$ cat src/rtl/fcc_pkg.sv
package fcc_pkg;

  typedef enum logic [1:0] {
    RM_ARRAY  = 2'd0,
    RM_IDENT  = 2'd1,
    RM_STATUS = 2'd2
  } rmode_t;

  typedef enum logic [1:0] {
    SQ_CMD   = 2'd0,
    SQ_PROG  = 2'd1,
    SQ_ERASE = 2'd2
  } seq_t;

  localparam logic [7:0] CMD_RD_ARRAY = 8'hFF;
  localparam logic [7:0] CMD_RD_IDENT = 8'h90;
  localparam logic [7:0] CMD_RD_STAT  = 8'h70;
  localparam logic [7:0] CMD_CLR_STAT = 8'h50;
  localparam logic [7:0] CMD_PROGRAM  = 8'h40;
  localparam logic [7:0] CMD_ERASE    = 8'h20;
  localparam logic [7:0] CMD_CONFIRM  = 8'hD0;

endpackage

$ cat src/rtl/fcc_pin_sync.sv
module fcc_pin_sync #(
  parameter int AW     = 19,
  parameter int STAGES = 2
) (
  input  logic          clk,
  input  logic          rst,
  input  logic          ce_n,
  input  logic          oe_n,
  input  logic          we_n,
  input  logic          rp_n,
  input  logic          byte_n,
  input  logic [AW-1:0] addr,
  input  logic [15:0]   dq_in,
  output logic          rp_s,
  output logic          byte_n_s,
  output logic          rd_en,
  output logic [AW-1:0] addr_s,
  output logic          am1_s,
  output logic          wr_stb,
  output logic [AW-1:0] wr_addr,
  output logic [15:0]   wr_data,
  output logic          wr_am1,
  output logic          wr_byte_n
);

  localparam int PW = 5 + AW + 16;
  localparam logic [PW-1:0] IDLE_VAL = {5'b11111, {(AW + 16){1'b0}}};

  logic [PW-1:0] pins;
  logic [PW-1:0] stage [STAGES];
  logic [PW-1:0] tail;

  assign pins = {ce_n, oe_n, we_n, rp_n, byte_n, addr, dq_in};

  generate
    for (genvar g = 0; g < STAGES; g++) begin : g_stage
      if (g == 0) begin : g_first
        always_ff @(posedge clk) begin
          if (rst) stage[g] <= IDLE_VAL;
          else     stage[g] <= pins;
        end
      end else begin : g_next
        always_ff @(posedge clk) begin
          if (rst) stage[g] <= IDLE_VAL;
          else     stage[g] <= stage[g-1];
        end
      end
    end
  endgenerate

  assign tail = stage[STAGES-1];

  logic ce_s, oe_s, we_s;
  logic [15:0] dq_s;

  assign ce_s     = tail[PW-1];
  assign oe_s     = tail[PW-2];
  assign we_s     = tail[PW-3];
  assign rp_s     = tail[PW-4];
  assign byte_n_s = tail[PW-5];
  assign addr_s   = tail[AW+15:16];
  assign dq_s     = tail[15:0];
  assign am1_s    = dq_s[15];

  logic wr_act, wr_act_q;

  assign wr_act = !ce_s && !we_s && oe_s && rp_s;
  assign rd_en  = !ce_s && !oe_s && we_s && rp_s;

  always_ff @(posedge clk) begin
    if (rst) begin
      wr_act_q  <= 1'b0;
      wr_stb    <= 1'b0;
      wr_addr   <= '0;
      wr_data   <= '0;
      wr_am1    <= 1'b0;
      wr_byte_n <= 1'b1;
    end else begin
      wr_act_q <= wr_act;
      wr_stb   <= wr_act_q && !wr_act && rp_s;
      if (wr_act) begin
        wr_addr   <= addr_s;
        wr_data   <= dq_s;
        wr_am1    <= dq_s[15];
        wr_byte_n <= byte_n_s;
      end
    end
  end

  AST_WR_ONE_CYCLE: assert property (@(posedge clk) disable iff (rst)
    wr_stb |=> !wr_stb);

  AST_WR_NEEDS_RP: assert property (@(posedge clk) disable iff (rst)
    !rp_s |=> !wr_stb);

endmodule

$ cat src/rtl/fcc_blk_map.sv
module fcc_blk_map #(
  parameter int AW        = 19,
  parameter int BOOT_LOG2 = 13,
  parameter int BW        = 5
) (
  input  logic [AW-1:0] addr,
  output logic [BW-1:0] blk
);

  localparam int BOOT_W   = 1 << BOOT_LOG2;
  localparam int BIG_LOG2 = BOOT_LOG2 + 2;
  localparam logic [AW-1:0] LIM_BOOT = AW'(BOOT_W);
  localparam logic [AW-1:0] LIM_P1   = AW'(BOOT_W + BOOT_W / 2);
  localparam logic [AW-1:0] LIM_P2   = AW'(2 * BOOT_W);
  localparam logic [AW-1:0] LIM_M0   = AW'(4 * BOOT_W);

  logic [AW-BIG_LOG2-1:0] big_idx;

  assign big_idx = addr[AW-1:BIG_LOG2];

  always_comb begin
    if (addr < LIM_BOOT)    blk = '0;
    else if (addr < LIM_P1) blk = BW'(1);
    else if (addr < LIM_P2) blk = BW'(2);
    else if (addr < LIM_M0) blk = BW'(3);
    else                    blk = BW'(3) + BW'(big_idx);
  end

endmodule

$ cat src/rtl/fcc_cmd_fsm.sv
module fcc_cmd_fsm
  import fcc_pkg::*;
#(
  parameter int AW   = 19,
  parameter int NBLK = 19,
  parameter int BW   = 5
) (
  input  logic            clk,
  input  logic            rst,
  input  logic            rp_s,
  input  logic            wr_stb,
  input  logic [AW-1:0]   wr_addr,
  input  logic [15:0]     wr_data,
  input  logic            wr_am1,
  input  logic            wr_byte_n,
  input  logic [BW-1:0]   wr_blk,
  input  logic            arr_done,
  output rmode_t          rmode,
  output logic [7:0]      status,
  output logic            arr_req,
  output logic            arr_op,
  output logic [AW-1:0]   arr_addr,
  output logic [BW-1:0]   arr_blk,
  output logic [15:0]     arr_wdata,
  output logic            arr_abort,
  output logic [NBLK-1:0] bad_blk
);

  seq_t       seq;
  logic       busy;
  logic       err_erase;
  logic       err_seq;
  logic [7:0] cmd;
  logic [15:0] prog_word;
  logic       clr_req;

  assign cmd = wr_data[7:0];

  always_comb begin
    if (wr_byte_n)   prog_word = wr_data;
    else if (wr_am1) prog_word = {wr_data[7:0], 8'hFF};
    else             prog_word = {8'hFF, wr_data[7:0]};
  end

  assign clr_req = wr_stb && !busy && (seq == SQ_CMD) && (cmd == CMD_CLR_STAT);

  always_ff @(posedge clk) begin
    if (rst) begin
      rmode     <= RM_ARRAY;
      seq       <= SQ_CMD;
      busy      <= 1'b0;
      err_erase <= 1'b0;
      err_seq   <= 1'b0;
      arr_op    <= 1'b0;
      arr_addr  <= '0;
      arr_blk   <= '0;
      arr_wdata <= '0;
      arr_abort <= 1'b0;
      bad_blk   <= '0;
    end else begin
      arr_abort <= 1'b0;
      if (!rp_s) begin
        rmode     <= RM_ARRAY;
        seq       <= SQ_CMD;
        err_erase <= 1'b0;
        err_seq   <= 1'b0;
        if (busy) begin
          busy             <= 1'b0;
          arr_abort        <= 1'b1;
          bad_blk[arr_blk] <= 1'b1;
        end
      end else if (busy) begin
        if (arr_done) begin
          busy <= 1'b0;
          if (arr_op) bad_blk[arr_blk] <= 1'b0;
        end
        if (wr_stb && cmd == CMD_RD_STAT) rmode <= RM_STATUS;
      end else if (wr_stb) begin
        unique case (seq)
          SQ_PROG: begin
            busy      <= 1'b1;
            arr_op    <= 1'b0;
            arr_addr  <= wr_addr;
            arr_blk   <= wr_blk;
            arr_wdata <= prog_word;
            seq       <= SQ_CMD;
            rmode     <= RM_STATUS;
          end
          SQ_ERASE: begin
            if (cmd == CMD_CONFIRM) begin
              busy     <= 1'b1;
              arr_op   <= 1'b1;
              arr_addr <= wr_addr;
              arr_blk  <= wr_blk;
            end else begin
              err_erase <= 1'b1;
              err_seq   <= 1'b1;
            end
            seq   <= SQ_CMD;
            rmode <= RM_STATUS;
          end
          default: begin
            unique case (cmd)
              CMD_RD_ARRAY: rmode <= RM_ARRAY;
              CMD_RD_IDENT: rmode <= RM_IDENT;
              CMD_RD_STAT:  rmode <= RM_STATUS;
              CMD_CLR_STAT: begin
                err_erase <= 1'b0;
                err_seq   <= 1'b0;
              end
              CMD_PROGRAM:  seq <= SQ_PROG;
              CMD_ERASE:    seq <= SQ_ERASE;
              default:      ;
            endcase
          end
        endcase
      end
    end
  end

  assign arr_req = busy;
  assign status  = {!busy, 1'b0, err_erase, err_seq, 4'b0000};

  AST_PD_STATE: assert property (@(posedge clk) disable iff (rst)
    !rp_s |=> (rmode == RM_ARRAY) && (status == 8'h80));

  AST_ABORT_CAUSE: assert property (@(posedge clk) disable iff (rst)
    arr_abort |-> $past(!rp_s) && !arr_req);

  AST_ABORT_PULSE: assert property (@(posedge clk) disable iff (rst)
    arr_abort |=> !arr_abort);

  AST_JOB_HOLDS: assert property (@(posedge clk) disable iff (rst)
    arr_req && rp_s && !arr_done |=> arr_req && $stable(arr_blk) && $stable(arr_op));

  AST_READY_AFTER_DONE: assert property (@(posedge clk) disable iff (rst)
    arr_req && arr_done |=> status[7]);

  AST_ERR_STICKY: assert property (@(posedge clk) disable iff (rst)
    status[5] && rp_s && !clr_req |=> status[5]);

  AST_BLK_RANGE: assert property (@(posedge clk) disable iff (rst)
    arr_req |-> 32'(arr_blk) < NBLK);

endmodule

$ cat src/rtl/fcc_rd_path.sv
module fcc_rd_path
  import fcc_pkg::*;
#(
  parameter int          AW     = 19,
  parameter logic [15:0] MFR_ID = 16'h00A7,
  parameter logic [15:0] DEV_ID = 16'h5D31
) (
  input  logic          clk,
  input  logic          rst,
  input  logic          rd_en,
  input  logic          byte_n_s,
  input  logic          am1_s,
  input  logic [AW-1:0] addr_s,
  input  rmode_t        rmode,
  input  logic [7:0]    status,
  input  logic [15:0]   arr_rd_data,
  output logic [AW-1:0] arr_rd_addr,
  output logic [15:0]   dq_out,
  output logic [1:0]    dq_oe
);

  logic [15:0] word;

  always_comb begin
    unique case (rmode)
      RM_IDENT:  word = arr_rd_addr[0] ? DEV_ID : MFR_ID;
      RM_STATUS: word = {8'h00, status};
      default:   word = arr_rd_data;
    endcase
  end

  always_ff @(posedge clk) begin
    if (rst) begin
      arr_rd_addr <= '0;
      dq_out      <= '0;
      dq_oe       <= 2'b00;
    end else begin
      arr_rd_addr <= addr_s;
      dq_oe       <= rd_en ? {byte_n_s, 1'b1} : 2'b00;
      if (byte_n_s) dq_out <= word;
      else          dq_out <= {8'h00, am1_s ? word[15:8] : word[7:0]};
    end
  end

  AST_OE_IDLE: assert property (@(posedge clk) disable iff (rst)
    !rd_en |=> dq_oe == 2'b00);

  AST_BYTE_LANE: assert property (@(posedge clk) disable iff (rst)
    !byte_n_s |=> !dq_oe[1] && dq_out[15:8] == 8'h00);

endmodule

$ cat src/rtl/flash_cmd_ctrl.sv
module flash_cmd_ctrl
  import fcc_pkg::*;
#(
  parameter int          AW          = 19,
  parameter int          BOOT_LOG2   = 13,
  parameter int          SYNC_STAGES = 2,
  parameter logic [15:0] MFR_ID      = 16'h00A7,
  parameter logic [15:0] DEV_ID      = 16'h5D31,
  parameter int          NBLK        = 3 + (1 << (AW - BOOT_LOG2 - 2)),
  parameter int          BW          = $clog2(NBLK)
) (
  input  logic            clk,
  input  logic            rst,
  input  logic            ce_n,
  input  logic            oe_n,
  input  logic            we_n,
  input  logic            rp_n,
  input  logic            byte_n,
  input  logic [AW-1:0]   addr,
  input  logic [15:0]     dq_in,
  output logic [15:0]     dq_out,
  output logic [1:0]      dq_oe,
  output logic            ry_by,
  output logic [AW-1:0]   arr_rd_addr,
  input  logic [15:0]     arr_rd_data,
  output logic            arr_req,
  output logic            arr_op,
  output logic [AW-1:0]   arr_addr,
  output logic [BW-1:0]   arr_blk,
  output logic [15:0]     arr_wdata,
  input  logic            arr_done,
  output logic            arr_abort,
  output logic [NBLK-1:0] bad_blk
);

  logic          rp_s, byte_n_s, rd_en, am1_s;
  logic [AW-1:0] addr_s;
  logic          wr_stb, wr_am1, wr_byte_n;
  logic [AW-1:0] wr_addr;
  logic [15:0]   wr_data;
  logic [BW-1:0] wr_blk;
  rmode_t        rmode;
  logic [7:0]    status;

  fcc_pin_sync #(.AW(AW), .STAGES(SYNC_STAGES)) u_sync (
    .clk(clk), .rst(rst),
    .ce_n(ce_n), .oe_n(oe_n), .we_n(we_n), .rp_n(rp_n), .byte_n(byte_n),
    .addr(addr), .dq_in(dq_in),
    .rp_s(rp_s), .byte_n_s(byte_n_s), .rd_en(rd_en),
    .addr_s(addr_s), .am1_s(am1_s),
    .wr_stb(wr_stb), .wr_addr(wr_addr), .wr_data(wr_data),
    .wr_am1(wr_am1), .wr_byte_n(wr_byte_n)
  );

  fcc_blk_map #(.AW(AW), .BOOT_LOG2(BOOT_LOG2), .BW(BW)) u_map (
    .addr(wr_addr), .blk(wr_blk)
  );

  fcc_cmd_fsm #(.AW(AW), .NBLK(NBLK), .BW(BW)) u_fsm (
    .clk(clk), .rst(rst), .rp_s(rp_s),
    .wr_stb(wr_stb), .wr_addr(wr_addr), .wr_data(wr_data),
    .wr_am1(wr_am1), .wr_byte_n(wr_byte_n), .wr_blk(wr_blk),
    .arr_done(arr_done),
    .rmode(rmode), .status(status),
    .arr_req(arr_req), .arr_op(arr_op), .arr_addr(arr_addr),
    .arr_blk(arr_blk), .arr_wdata(arr_wdata), .arr_abort(arr_abort),
    .bad_blk(bad_blk)
  );

  fcc_rd_path #(.AW(AW), .MFR_ID(MFR_ID), .DEV_ID(DEV_ID)) u_rd (
    .clk(clk), .rst(rst), .rd_en(rd_en), .byte_n_s(byte_n_s),
    .am1_s(am1_s), .addr_s(addr_s), .rmode(rmode), .status(status),
    .arr_rd_data(arr_rd_data), .arr_rd_addr(arr_rd_addr),
    .dq_out(dq_out), .dq_oe(dq_oe)
  );

  assign ry_by = status[7];

  AST_RB_TRACKS_JOB: assert property (@(posedge clk) disable iff (rst)
    arr_req |-> !ry_by);

endmodule

$ cat config.mk
export PLATFORM = sky130hd
export DESIGN_NAME = flash_cmd_ctrl
export DESIGN_NICKNAME = d
export VERILOG_FILES = /design/src/rtl/fcc_pkg.sv /design/src/rtl/fcc_pin_sync.sv /design/src/rtl/fcc_blk_map.sv /design/src/rtl/fcc_cmd_fsm.sv /design/src/rtl/fcc_rd_path.sv /design/src/rtl/flash_cmd_ctrl.sv
export SDC_FILE = /design/constraint.sdc
export NUM_CORES = 1
export LEC_CHECK = 0
export CAP_MARGIN = 10
export CORE_UTILIZATION = 55
export DETAILED_ROUTE_END_ITERATION = 7
export PLACE_DENSITY = 0.84
export SLEW_MARGIN = 20
export SYNTH_ARGS = -nofsm -noshare
export SYNTH_HDL_FRONTEND = slang
export SYNTH_SLANG_ARGS = --single-unit
$ cat constraint.sdc
create_clock -name clk -period 2.67 [get_ports clk]
set_input_delay 0.534 -clock clk [delete_from_list [all_inputs] [get_ports clk]]
set_output_delay 0.534 -clock clk [all_outputs]
set_load 0.01 [all_outputs]
# --- Yosys cells after proc, flatten, opt, wreduce, memory -nomap -nowiden ---
# Memory sizes are Yosys's and may differ from the RTL's.
# Cells that the tools add are included.
# Widths: inputs -> output; s select.
word_totals:
  rom_bits: 0
  regBits: 143
  in_bits: 59
  mem_bits_rw: 80
  mem_count: 1
  latchBits: 0
classes:
  n_div: 0
  n_eq_ne: 16
  mul: 0
  addsub: 1
  n_bitwise: 10
  shift: 0
  muxes: 45
  order_cmp: 6
  n_reduce_logical: 31
mem_list:
  columns: ["memory", "depth", "width", "read_ports", "rd_ports_with_merged_regs", "write_ports", "line_no", "source"]
  rows:
  - ["u_sync.stage", 2, 40, 2, 0, 2, "fcc_pin_sync.sv:30", "logic [PW-1:0] stage [STAGES];"]
op_table:
  columns: ["op", "count"]
  rows:
  - ["$mux 19", 6]
  - ["$mux 40", 2]
  - ["$lt 19x14->1 const B", 2]
  - ["$pmux 19 s2", 1]
  - ["$mux 16", 2]
  - ["$pmux 16 s2", 1]
  - ["$mux 5", 5]
  - ["$eq 8x7->1 const B", 3]
  - ["$eq 8x8->1 const B", 3]
  - ["$and 19x19->19", 1]
  - ["$lt 19x15->1 const B", 1]
  - ["$lt 19x16->1 const B", 1]
  - ["$not 19->19", 1]
  - ["$or 19x19->19", 1]
  - ["$mux 8", 2]
  - ["$mux 15", 1]
  - ["$mux 1", 13]
  - ["$logic_and 1x1->1", 10]
  - ["$mux 2", 5]
  - ["$pmux 5 s2", 1]
  - ["$reduce_and 5->1", 2]
  - ["$reduce_or 2->1", 5]
  - ["$reduce_and 3->1", 3]
  - ["$eq 8x6->1 const B", 1]
  - ["18 further kinds", 36]

# --- Depth between registers and ports, before layout ---
# Gate-level depths: netlist (run 1).
logic_depth:
  ltp_word: 10
  depth_mapped: 8

# --- Hierarchy ---
# Synthesis (run 1) repeated with hierarchy kept, for this count alone.
hier_totals:
  hier_cells: 833
  area_unflattened_um2: 8565.7
by_module_without_submodules:
  columns: ["module", "n_inst", "seq_area_each_um2", "cells_per_inst", "area_per_inst_um2"]
  rows:
  - ["fcc_pin_sync", 1, 2362.3, 352, 4023.9]
  - ["fcc_cmd_fsm", 1, 1341.3, 349, 3096.7]
  - ["fcc_rd_path", 1, 740.7, 117, 1326.3]
  - ["fcc_blk_map", 1, 0.0, 15, 118.9]

# --- Worst setup path before layout (run 1) ---
# OpenSTA, ideal clock, no wires.
synth_timing:
  path_type: "reg-to-reg"
  startpoint: "reg u_fsm.seq[0]"
  endpoint: "reg u_fsm.err_erase"
  path_stages_with_launch: 8
  arrival_time_ns: 1.633
  slack_ns: 0.967
  required_time_ns: 2.599
  n_path_buf: 1
  setup_ns: 0.071
  period_less_slack_ns: 1.703
  cell_sequence: "dfxtp_1 -> inv_1 -> ha_1 -> and3_1 -> and3_1 -> buf_4 -> or4b_1 -> a21oi_1"
synth_between:
  elab_chain_len: 3
  elab_cells_between_ends: 7
  cone_classes: "eq/ne: 3; mux: 1; bitwise: 1; reduce/logical: 2"
synth_lines:
  columns: ["item", "line_no", "source"]
  rows:
  - ["start: declaration", "fcc_cmd_fsm.sv:29", "seq_t seq;"]
  - ["start signal: assignment", "fcc_cmd_fsm.sv:50", "seq <= SQ_CMD;"]
  - ["start signal: assignment", "fcc_cmd_fsm.sv:64", "seq <= SQ_CMD;"]
  - ["start signal: assignment", "fcc_cmd_fsm.sv:86", "seq <= SQ_CMD;"]
  - ["$eq 2x2->1 / $eq 2x1->1 (equally long branches)", "fcc_cmd_fsm.sv:79", "unique case (seq)"]
  - ["$ne 2x2->1 (no line) (tied with other cells)", null, null]
  - ["$reduce_and 5->1 (no line)", null, null]
  - ["end signal: assignment", "fcc_cmd_fsm.sv:65", "err_erase <= 1'b0;"]
  - ["end signal: assignment", "fcc_cmd_fsm.sv:96", "err_erase <= 1'b1;"]
  - ["end signal: assignment", "fcc_cmd_fsm.sv:108", "err_erase <= 1'b0;"]
  - ["end: declaration", "fcc_cmd_fsm.sv:31", "logic err_erase;"]
# Several ways; a longest one is shown, not always the timed one.
# A chain may end at the register's enable or synchronous reset.

# --- Worst setup path after layout (run 1) ---
layout_timing:
  startpoint: "reg u_fsm.busy (netlist: u_fsm.arr_req)"
  endpoint: "out ry_by"
layout_between:
  elab_chain_len: 1
layout_lines:
  columns: ["item", "line_no", "source"]
  rows:
  - ["start: declaration", "fcc_cmd_fsm.sv:30", "logic busy;"]
  - ["start signal: assignment", "fcc_cmd_fsm.sv:51", "busy <= 1'b0;"]
  - ["start signal: assignment", "fcc_cmd_fsm.sv:68", "busy <= 1'b0;"]
  - ["start signal: assignment", "fcc_cmd_fsm.sv:74", "busy <= 1'b0;"]
  - ["$logic_not 1->1", "fcc_cmd_fsm.sv:122", "assign status = {!busy, 1'b0, err_erase, err_seq, 4'b0000};"]
  - ["end: declaration", "flash_cmd_ctrl.sv:23", "output logic ry_by,"]
# No other way between the ends.

==> results by group, run 1 <==
Detailed routing
  • ANT nets after route: 0
  • Violation count after the first detailed-route iteration: 541
  • WL/cell: roughly 15 µm
  • Residual DRC: 0
  • Routed vias/inst: roughly 5.4
  • Routed WL: ~17000 µm
  • First-pass DRT Iterations: 7
  • Vias: between 6000 and 7000

Power and ir drop
  • Clock share of power: 0.462
  • Switching part of the total: 0.1929
  • Pwr dens: around 680 nW/µm²
  • P_int: approximately 0.0055 W
  • Comb pwr share: 0.040
  • Worst VDD drop: between 400 and 500 µV
  • Net Sw Power: between 0.001 and 0.0015 W
  • Leakage: between 3 and 4 nW
  • Sequential share of power: 0.498
  • Total power draw: around 0.007 W

Critical path
  • Critical path endpoint category: primary output
  • Worst Path Buf+Inv: 2
  • Critical Path RT: 2.14 ns
  • Crit path max fanout: 9
  • Worst path slowest cell: dfxtp_1
  • WP data arrival: approximately 1.7 ns
  • CP delay by family, top: buffers and inverters
  • Max incr delay on CP: roughly 0.55 ns
  • Crit path cell chain: inv_2 > clkdlybuf4s50_1
  • Setup CP Type: flip-flop to primary output
  • Startpoint Class: flip-flop

Yosys
  • Mapped Area: just under 8000 µm²
  • Post-synthesis sequential area ratio: 0.5749
  • Top cell type's share of synthesized area: 0.5749
  • Unique masters post-synth: 59
  • Synth area leader: dfxtp_1
  • Synthesis warning total: 0
  • Top cells by area, synth: dfxtp_1 (57%), nor2b_1 (7.8%), a21oi_1 (6.3%)
  • Synthesized flop and latch total: 222
  • Post-Syn Instances: 800
  • Fraction of registers with async set/reset: 0
  • Post-synth EDFFs: 0
  • Ys flop type: dfxtp_1
  • Dominant cell by count in the synthesized netlist: dfxtp_1
  • Top post-synthesis cells by count: dfxtp_1 (222), a21oi_1 (98), nor2b_1 (97)
  • Avg Cell Area, Syn: 9.664 µm²
  • Syn nets: approximately 870

CTS
  • CTS tree: done
  • Sinks on Clock Net: about 220
  • Post CTS Setup Buffer Count: 0
  • Htree depth: 1
  • CTS Hold Bufs: 0
  • CTS clk-pin slew, worst paths: around 0.060 ns
  • Clock tree root driver cell: clkbuf_16
  • Cts repair resizes: 0
  • Worst skew pair latency: ~0.49 ns
  • Clock buffer depth: 3
  • CTS buffer count: 21

Timing
  • Tmin final: around 2.2 ns
  • Max Slew Vio Count: 0
  • Max Clock Skew: around 0.011 ns
  • Actual slew at the worst max-slew pin: approximately 0.75 ns
  • Final setup fails: 0
  • Fin crit share: 0.8395
  • Final Hold Fails: 0
  • RSZ-0062 raised after global routing: no
  • Final setup TNS: 0 ns
  • Worst setup margin: around 0.43 ns
  • Max-slew headroom: 0.4968
  • Fmax: roughly 450 MHz

Global routing
  • Most Used Layer, Global Route: met2
  • Largest net degree at the start of global routing: roughly 150
  • Global Route Usage Sum: 0.2311
  • First-pass GRT wire length: 27340 µm
  • M1 GR Usage: 0.3136
  • Initial antenna violation count: 0
  • Number of global-route vias before repair: around 5500
  • Met2 Track Usage GR: 0.3843
  • Congestion Overflow GR: 0
  • M3 GR Usage: 0.03066

Placement
  • Placed Area: around 9400 µm²
  • Setup WS pre-CTS: ~0.53 ns
  • Port bufs: 158
  • DP Wirelength: roughly 11000 µm
  • Placed Instances: 1089
  • Gpl congestion: 0.8429

Die
  • DIE AREA: roughly 15000 µm²
  • Die Ht: approximately 120 µm
  • # rows: 42
  • Initial Utilization: 0.5747
  • Die Wd: roughly 120 µm
  • Placeable Area: around 13000 µm²
  • Ports: around 160

Job
  • MaxCap Viol Count: 0

Cells and area
  • Final instance area: between 10000 and 15000 µm²
  • # diodes: 0
  • Share of layout cells above drive strength 1: 0.07392
  • Seq. cell area: roughly 4400 µm²
  • Multi-input logic area: ~3000 µm²
  • Layout net count: around 1000
  • Filler instances: 990
  • Area delta synth->final: 30.98%
  • Fin cells: ~1100

Worst hold path
  • Worst Hold Class: flip-flop to flip-flop

Status
  • Outcome: finished, final reports clean
## layout by cell type (no fill, tap or decap), types with 5 or more instances in the layout
master,n
a21oi_1,98
a311oi_1,16
and3_1,7
buf_4,9
clkbuf_16,21
clkbuf_8,6
clkdlybuf4s50_1,157
dfxtp_1,222
ha_1,6
inv_1,10
nand2_1,96
nand2b_1,6
nand3_1,30
nor2_1,27
nor2b_1,97
nor3_1,22
nor3b_1,5
o211ai_1,25
o21ai_0,6
o221ai_1,7
or2_2,10
## kinds of logic (layout without fill, tap and decap cells)
logic type	count (synthesis)	count (layout)	share of synthesized area
AOI/OAI and AO/OA	175	175	0.1442
xor gates and xnor gates	1	1	0.001133
adders and majority gates	6	6	0.009710
buffers and inverters	67	214	0.03706
DFF	222	222	0.5748
muxes	7	7	0.009710
and+or+nand+nor	322	322	0.2233
## registers in the layout, indices dropped and copies added, names as in the netlist, 5 cells and up, named ones only
signal	flops
u_sync.wr_data	15
u_sync.wr_addr	19
u_rd.arr_rd_addr	19
u_rd.dq_out	16
u_fsm.arr_blk	5
u_fsm.arr_wdata	16
u_sync.stage	80
u_fsm.arr_addr	19
## per-stage QoR
step | utilization | hold WS (ns)
CTS | 0.7527 | 0.4117
floorplan | - | 0.3895
global placement | 0.6973 | 0.3937
detailed placement | 0.6973 | 0.3973
global route | 0.7527 | 0.4365
finish | 0.7527 | 0.4079
## power groups by stage
stage / registers [W] / clock network, W / logic [W]
floorplan: 0.00349 / 0 / 0.000117
global placement: 0.00349 / 0 / 0.000270
detailed placement: 0.00349 / 0 / 0.000275
CTS: 0.00342 / 0.00321 / 0.000278
global route: 0.00342 / 0.00335 / 0.000300
finish: 0.00342 / 0.00317 / 0.000276
## area by class of cell
cell class,count,share of cell area
clock buffers,28,0.06042
well taps,176,0.02175
inverters,12,0.004448
repair buffers,168,0.1650
multi-input cells,511,0.2963
clock inverters,6,0.01322
flip-flops and latches,222,0.4389
## per-layer routing
| metal | up-vias | part of all wire | wire length (µm) |
|---|---|---|---|
| li1 | 3029 | - | - |
| met1 | 2820 | 0.45 | 7574 |
| met2 | 240 | 0.47 | 7989 |
| met3 | 30 | 0.058 | 985 |
| met4 | 0 | 0.019 | 322 |
| met5 | - | 0 | 0 |
## worst paths after layout
kind                  startpoint                   to  depth (start not counted)  slack (ns)
min reg2reg  u_sync.stage[0][37]  u_sync.stage[1][37]                          1        0.41
max reg2reg       u_fsm.rmode[0]       u_rd.dq_out[2]                          6        0.59
max                u_fsm.arr_req                ry_by                          2        0.43
min          u_sync.stage[0][37]  u_sync.stage[1][37]                          1        0.41
(Power assumes the default switching activity.)
==> run 2, diff against run 1 <==
- CORE_UTILIZATION: 55 -> 46
- PLACE_DENSITY: 0.84 -> 0.75
- clock period: 2.67 -> 1.88 ns (I/O delays scaled with it)
==> run 2 against run 1 <==
  * Worst hold slack lost 0.27 ns
  * Worst setup slack lost 0.37 ns
  * Sequential power increased by 42%
  * Die area is 19% higher
  * Largest power group unchanged
  * Largest cell class unchanged
  * Critical path type unchanged
==> results by group, run 2 (synthesis results as in run 1) <==
Critical path
  • Critical path endpoint: arr_op
  • R2R Path Start: u_fsm.seq[0]
  • Crit path cell chain: clkdlybuf4s50_1
  • Critical Path RT: 1.50 ns (-0.64 ns)
  • Reg2reg setup slack: 0.09 ns (-0.50 ns)
  • Worst setup path start: u_fsm.arr_op
  • Crit path depth: 1 (-1)
  • Cell count of the worst reg-to-reg path: 6 (unchanged)
  • WP data arrival: 1.45 ns (-0.26 ns)
  • Worst Path Buf+Inv: 1 (-1)
  • Max incr delay on CP: 0.57 ns (+0.02 ns)
  • Setup CP Type: flip-flop to primary output
  • Crit path max fanout: 3 (-6)
  • CP delay by family, top: buffers and inverters
  • Critical path endpoint category: primary output
  • Startpoint Class: flip-flop
  • Worst path slowest cell: clkdlybuf4s50_1
  • R2R Path End: u_fsm.err_erase

Global routing
  • Largest net degree at the start of global routing: 77 (-48%)
  • Congestion Overflow GR: 0 (unchanged)
  • Global Route Usage Sum: 0.1984 (-0.03276)
  • Initial antenna violation count: 0 (unchanged)
  • Number of global-route vias before repair: 5461 (-0.22%)
  • First-pass GRT wire length: 28320 µm (+3.6%)

Cells and area
  • Commonest non-fill, non-tap cell in the layout: dfxtp_1
  • Max FFs per register: 80 (unchanged)
  • Fin cells: 1197 (+6.6%)
  • Top reg by flops: u_sync.stage
  • Most frequent cells in the layout: dfxtp_1 (216), clkdlybuf4s50_1 (152), a21oi_1 (98), nor2b_1 (97), nand2_1 (96)
  • Share of layout cells above drive strength 1: 0.1044 (+0.03048)
  • # diodes: 0 (unchanged)
  • Layout net count: 1028 (+2.7%)
  • Area delta synth->final: 33.81%

Detailed routing
  • First-pass DRT Iterations: 4 (-3)
  • Routed WL: 17200 µm (+1.9%)
  • Vias: 6001 (-1.9%)
  • Residual DRC: 0 (unchanged)
  • Violation count after the first detailed-route iteration: 346 (-36%)
  • ANT nets after route: 0 (unchanged)
  • WL/cell: 14.37 µm (-4.4%)
  • Routed vias/inst: 5.013 (-8.0%)

Timing
  • RSZ-0062 raised after global routing: no
  • Actual slew at the worst max-slew pin: 0.5508 ns (-0.2023 ns)
  • Tmin final: between 1.5 and 2 ns
  • Final setup fails: 0 (unchanged)
  • Fmax: 547.6 MHz
  • Worst setup margin: 0.05374 ns (-0.3748 ns)
  • Max Slew Vio Count: 0 (unchanged)
  • Max Clock Skew: 0.01618 ns (+0.005397 ns)
  • Max-slew headroom: 0.6312 (+0.1343)
  • Fin crit share: 0.9714
  • Final Hold Fails: 0 (unchanged)

Die
  • Die Wd: 131.6 µm (+9.2%)
  • # rows: 47 (+12%)
  • Die Ht: 131.6 µm (+9.2%)
  • DIE AREA: 17330 µm² (+19%)
  • Placeable Area: 16520 µm² (+23%)
  • Ports: 159 (unchanged)
  • Initial Utilization: 0.4679 (-0.1068)

Status
  • Outcome: finished, final reports clean

Power and ir drop
  • Leakage: 3.722 nW (+4.1%)
  • Worst VDD drop: 980.1 µV (+110%)
  • Pwr dens: 896.9 nW/µm² (+32%)

Placement
  • Port bufs: 158 (unchanged)
  • DP Wirelength: 11580 µm (+3.9%)
  • Setup WS pre-CTS: -0.1471 ns (-0.6800 ns)
  • Placed Instances: 1158 (+6.3%)
  • Gpl congestion: 0.8353 (-0.90%)

Job
  • MaxCap Viol Count: 0 (unchanged)

CTS
  • CTS Hold Bufs: 0 (unchanged)
  • Sinks on Clock Net: 222 (unchanged)
  • Worst skew pair latency: 0.51 ns (+0.02 ns)
  • CTS clk-pin slew, worst paths: 0.06 ns (about the same)
  • CTS tree: done
  • CTS buffer count: 22 (+4.8%)
  • Htree depth: 1 (unchanged)
  • Clock buffer depth: 3 (unchanged)
  • Clock tree root driver cell: clkbuf_16

Worst hold path
  • Worst Hold Class: input pin to flip-flop
[run 2: cell count changes in the layout (fill, tap and decap cells not counted), moves of 2 or more]
cell	delta
buf_4	+23
dfxtp_1	-6
clkdlybuf4s50_1	-5
dfxtp_2	+5
bufinv_16	-4
clkbuf_1	+4
clkbuf_8	-3
clkinv_2	+3
dlymetal6s2s_1	+3
buf_12	+2
clkinvlp_4	+2
dlygate4sd2_1	+2
[run 2: worst min path at each step]
stage	startpoint	to	slack, ns	cells after the start
after global routing	rst	u_fsm.arr_addr[5]	0.14	2
after floorplan	u_sync.stage[0][35]	u_sync.stage[1][35]	0.39	1
after detailed placement	u_sync.stage[0][35]	u_sync.stage[1][35]	0.39	1
final	rst	u_fsm.arr_addr[5]	0.14	2
after global placement	u_sync.stage[0][35]	u_sync.stage[1][35]	0.40	1
after CTS	rst	u_fsm.arr_addr[7]	0.12	2
[run 2: area by class of cell]
cell class,count,area [µm²]
clock buffers,30,610.6
clock inverters,8,60.06
fillers,1399,6180
inverters,12,45.04
multi-input cells,511,3000
flip-flops and latches,222,4454
well taps,220,275.3
repair buffers,194,1899
[run 2: per-stage QoR]
stage	cell area [µm²]	setup TNS [ns]	hold WS [ns]	util	power (W)
finish	10340	0	0.1407	0.6260	0.009278
global route	10340	0	0.1357	0.6260	0.009631
CTS	10330	0	0.1194	0.6254	0.009374
detailed placement	9648	-1.121	0.3945	0.5839	0.005375
global placement	9648	-0.4797	0.3957	0.5839	0.005370
floorplan	7731	0	0.3895	-	0.005126
[run 2: where the power goes]
| part | switching, W | total [W] | leakage, nW | internal, W |
|---|---|---|---|---|
| clock network | 0.00173 | 0.00401 | 0.326 | 0.00228 |
| registers | 0.0000372 | 0.00485 | 1.81 | 0.00481 |
| logic | 0.000169 | 0.000416 | 1.58 | 0.000246 |
[run 2: metal layers]
layer | share of wire | GRT usage | vias to the layer above
met5 | 0 | 0 | -
met4 | 0.020 | 0.05879 | 0
met3 | 0.044 | 0.03627 | 30
met2 | 0.45 | 0.3157 | 148
met1 | 0.48 | 0.2734 | 2741
li1 | - | - | 3082
[run 2: repair_timing]
item,in CTS,in global routing
buffers inserted,1,0
endpoints found under the setup margin,8,18
gates resized for setup,9,4
[run 2: worst reg2reg max path, cell delays in order, from the launching register on]
cell and delay, ns:
dfxtp_1 0.35, inv_1 0.07, ha_1 0.22, and3_1 0.17
and3_1 0.28, or4b_1 0.49, a21oi_1 0.14
==> run 3, diff against run 2 <==
- CAP_MARGIN: 10 -> 20
- CORE_ASPECT_RATIO: not set -> 0.8
==> run 3 against run 2 <==
  * Register-to-register slack improved by 0.02 ns
  * Die area barely moved
  * Critical path type unchanged
  * Clock skew fell by 0.0061 ns
  * Routed wire length rose by 3.5%
==> results by group, run 3 (synthesis results as in run 1) <==
Critical path
  • Critical path endpoint category: primary output
  • Setup CP Type: flip-flop to primary output
  • Worst path slowest cell: clkdlybuf4s50_1
  • Max incr delay on CP: 0.55 ns (-0.02 ns)
  • Worst Path Buf+Inv: 1 (unchanged)
  • WP data arrival: 1.45 ns (about the same)
  • Critical Path RT: 1.50 ns (about the same)
  • Crit path max fanout: 7 (+4)
  • Crit path cell chain: clkdlybuf4s50_1
  • Startpoint Class: flip-flop
  • CP delay by family, top: buffers and inverters

CTS
  • Worst skew pair latency: 0.51 ns (about the same)
  • Post CTS Setup Buffer Count: 0 (-1)
  • CTS tree: done
  • Htree depth: 1 (unchanged)
  • Sinks on Clock Net: 222 (unchanged)
  • CTS Hold Bufs: 0 (unchanged)
  • Clock tree root driver cell: clkbuf_16
  • CTS clk-pin slew, worst paths: 0.06 ns (about the same)
  • Clock buffer depth: 3 (unchanged)
  • CTS buffer count: 22 (unchanged)

Cells and area
  • Area delta synth->final: 34.99%
  • Max FFs per register: 80 (unchanged)
  • # diodes: 0 (unchanged)
  • Layout net count: 1031 (+0.29%)
  • Top reg by flops: u_sync.stage
  • Fin cells: 1196 (-0.084%)
  • Commonest non-fill, non-tap cell in the layout: dfxtp_1
  • Share of layout cells above drive strength 1: 0.1131 (+0.008749)
  • Most frequent cells in the layout: dfxtp_1 (215), clkdlybuf4s50_1 (152), a21oi_1 (98), nor2b_1 (97), nand2_1 (96)

Die
  • # rows: 41 (-13%)
  • Die Wd: 146.9 µm (+12%)
  • Die Ht: 118.0 µm (-10%)
  • DIE AREA: 17330 µm² (about the same)
  • Placeable Area: 16110 µm² (-2.5%)
  • Initial Utilization: 0.4800 (+0.01210)
  • Ports: 159 (unchanged)

Power and ir drop
  • Pwr dens: 935.3 nW/µm² (+4.3%)
  • Worst VDD drop: 554.0 µV (-43%)
  • Leakage: 3.796 nW (+2.0%)
  • Total power draw: 0.009761 W (+5.2%)

Global routing
  • Initial antenna violation count: 0 (unchanged)
  • First-pass GRT wire length: 28300 µm (about the same)
  • Congestion Overflow GR: 0 (unchanged)
  • Global Route Usage Sum: 0.2002 (+0.001791)
  • Number of global-route vias before repair: 5461 (unchanged)
  • Largest net degree at the start of global routing: 145 (+88%)

Timing
  • Final Hold Fails: 0 (unchanged)
  • Max Clock Skew: 0.01009 ns (-0.006093 ns)
  • Fin crit share: 0.9731 (+0.001687)
  • Final setup fails: 0 (unchanged)
  • Actual slew at the worst max-slew pin: 0.6572 ns (+0.1064 ns)
  • Tmin final: 1.829 ns (+0.003171 ns)
  • Final setup TNS: 0 ns (unchanged)
  • Max-slew headroom: 0.5619 (-0.06931)
  • Max Slew Vio Count: 0 (unchanged)
  • Hold Slack: 0.2614 ns (+0.1207 ns)
  • RSZ-0062 raised after global routing: no
  • Fmax: 546.6 MHz (-0.17%)

Placement
  • Placed Instances: 1157 (-0.086%)
  • Port bufs: 158 (unchanged)
  • DP Wirelength: 11940 µm (+3.1%)
  • Gpl congestion: 0.8099 (-3.0%)

Detailed routing
  • WL/cell: 14.88 µm (+3.6%)
  • ANT nets after route: 0 (unchanged)
  • First-pass DRT Iterations: 7 (+3)
  • Violation count after the first detailed-route iteration: 378 (+9.2%)
  • Routed WL: 17800 µm (+3.5%)
  • Vias: 6126 (+2.1%)
  • Routed vias/inst: 5.122 (+2.2%)
  • Residual DRC: 0 (unchanged)

Job
  • MaxCap Viol Count: 0 (unchanged)

Worst hold path
  • Worst Hold Class: input pin to flip-flop

Status
  • Outcome: finished, final reports clean
==> run 3: cell count changes in the layout (fill, tap and decap cells not counted), moves of 3 or more <==
cell	previous run	this run
clkinv_2	4	7
buf_4	32	37
clkbuf_1	5	1
bufinv_16	0	3
==> run 3: power by group <==
part	total, W	switching, W	internal (W)
logic	0.000408	0.000167	0.000240
registers	0.00485	0.0000389	0.00481
clock network	0.00450	0.00178	0.00272
==> run 3: through the flow <==
stage	utilization	setup WS, ns	instance area, µm²
finish	0.6479	0.05057	10440
global route	0.6479	0.01920	10440
CTS	0.6473	0.004985	10430
detailed placement	0.5997	-0.08887	9659
global placement	0.5997	-0.07464	9659
floorplan	-	0.1768	7731
==> run 3: what timing repair did <==
action | CTS | global route
setup endpoints to repair | 8 | 5
resized for setup | 10 | 5
pin swaps | 0 | 0
==> run 3: cell type report <==
cell class	instances	area [µm²]
tap	215	269.0
clock buffer	27	609.3
multi-input combinational	511	3000
clock inverter	12	148.9
timing repair buffer	197	1906
inverter	12	45.04
sequential	222	4458
fill	1345	5672
==> run 3: final timing paths <==
check	from	end	slack [ns]	depth (start not counted)
min	rst	u_rd.dq_oe[0]	0.26	4
max	u_fsm.arr_blk[1]	arr_blk[1]	0.05	1
max reg2reg	u_fsm.seq[0]	u_fsm.err_erase	0.11	6
min reg2reg	u_sync.stage[0][35]	u_sync.stage[1][35]	0.41	1
==> run 3: metal layers <==
metal | GRT usage | wire [µm] | part of all wire
met5 | 0 | 0 | 0
met4 | 0.04897 | 278 | 0.016
met3 | 0.03876 | 1189 | 0.067
met2 | 0.2950 | 7440 | 0.42
met1 | 0.2979 | 8891 | 0.50
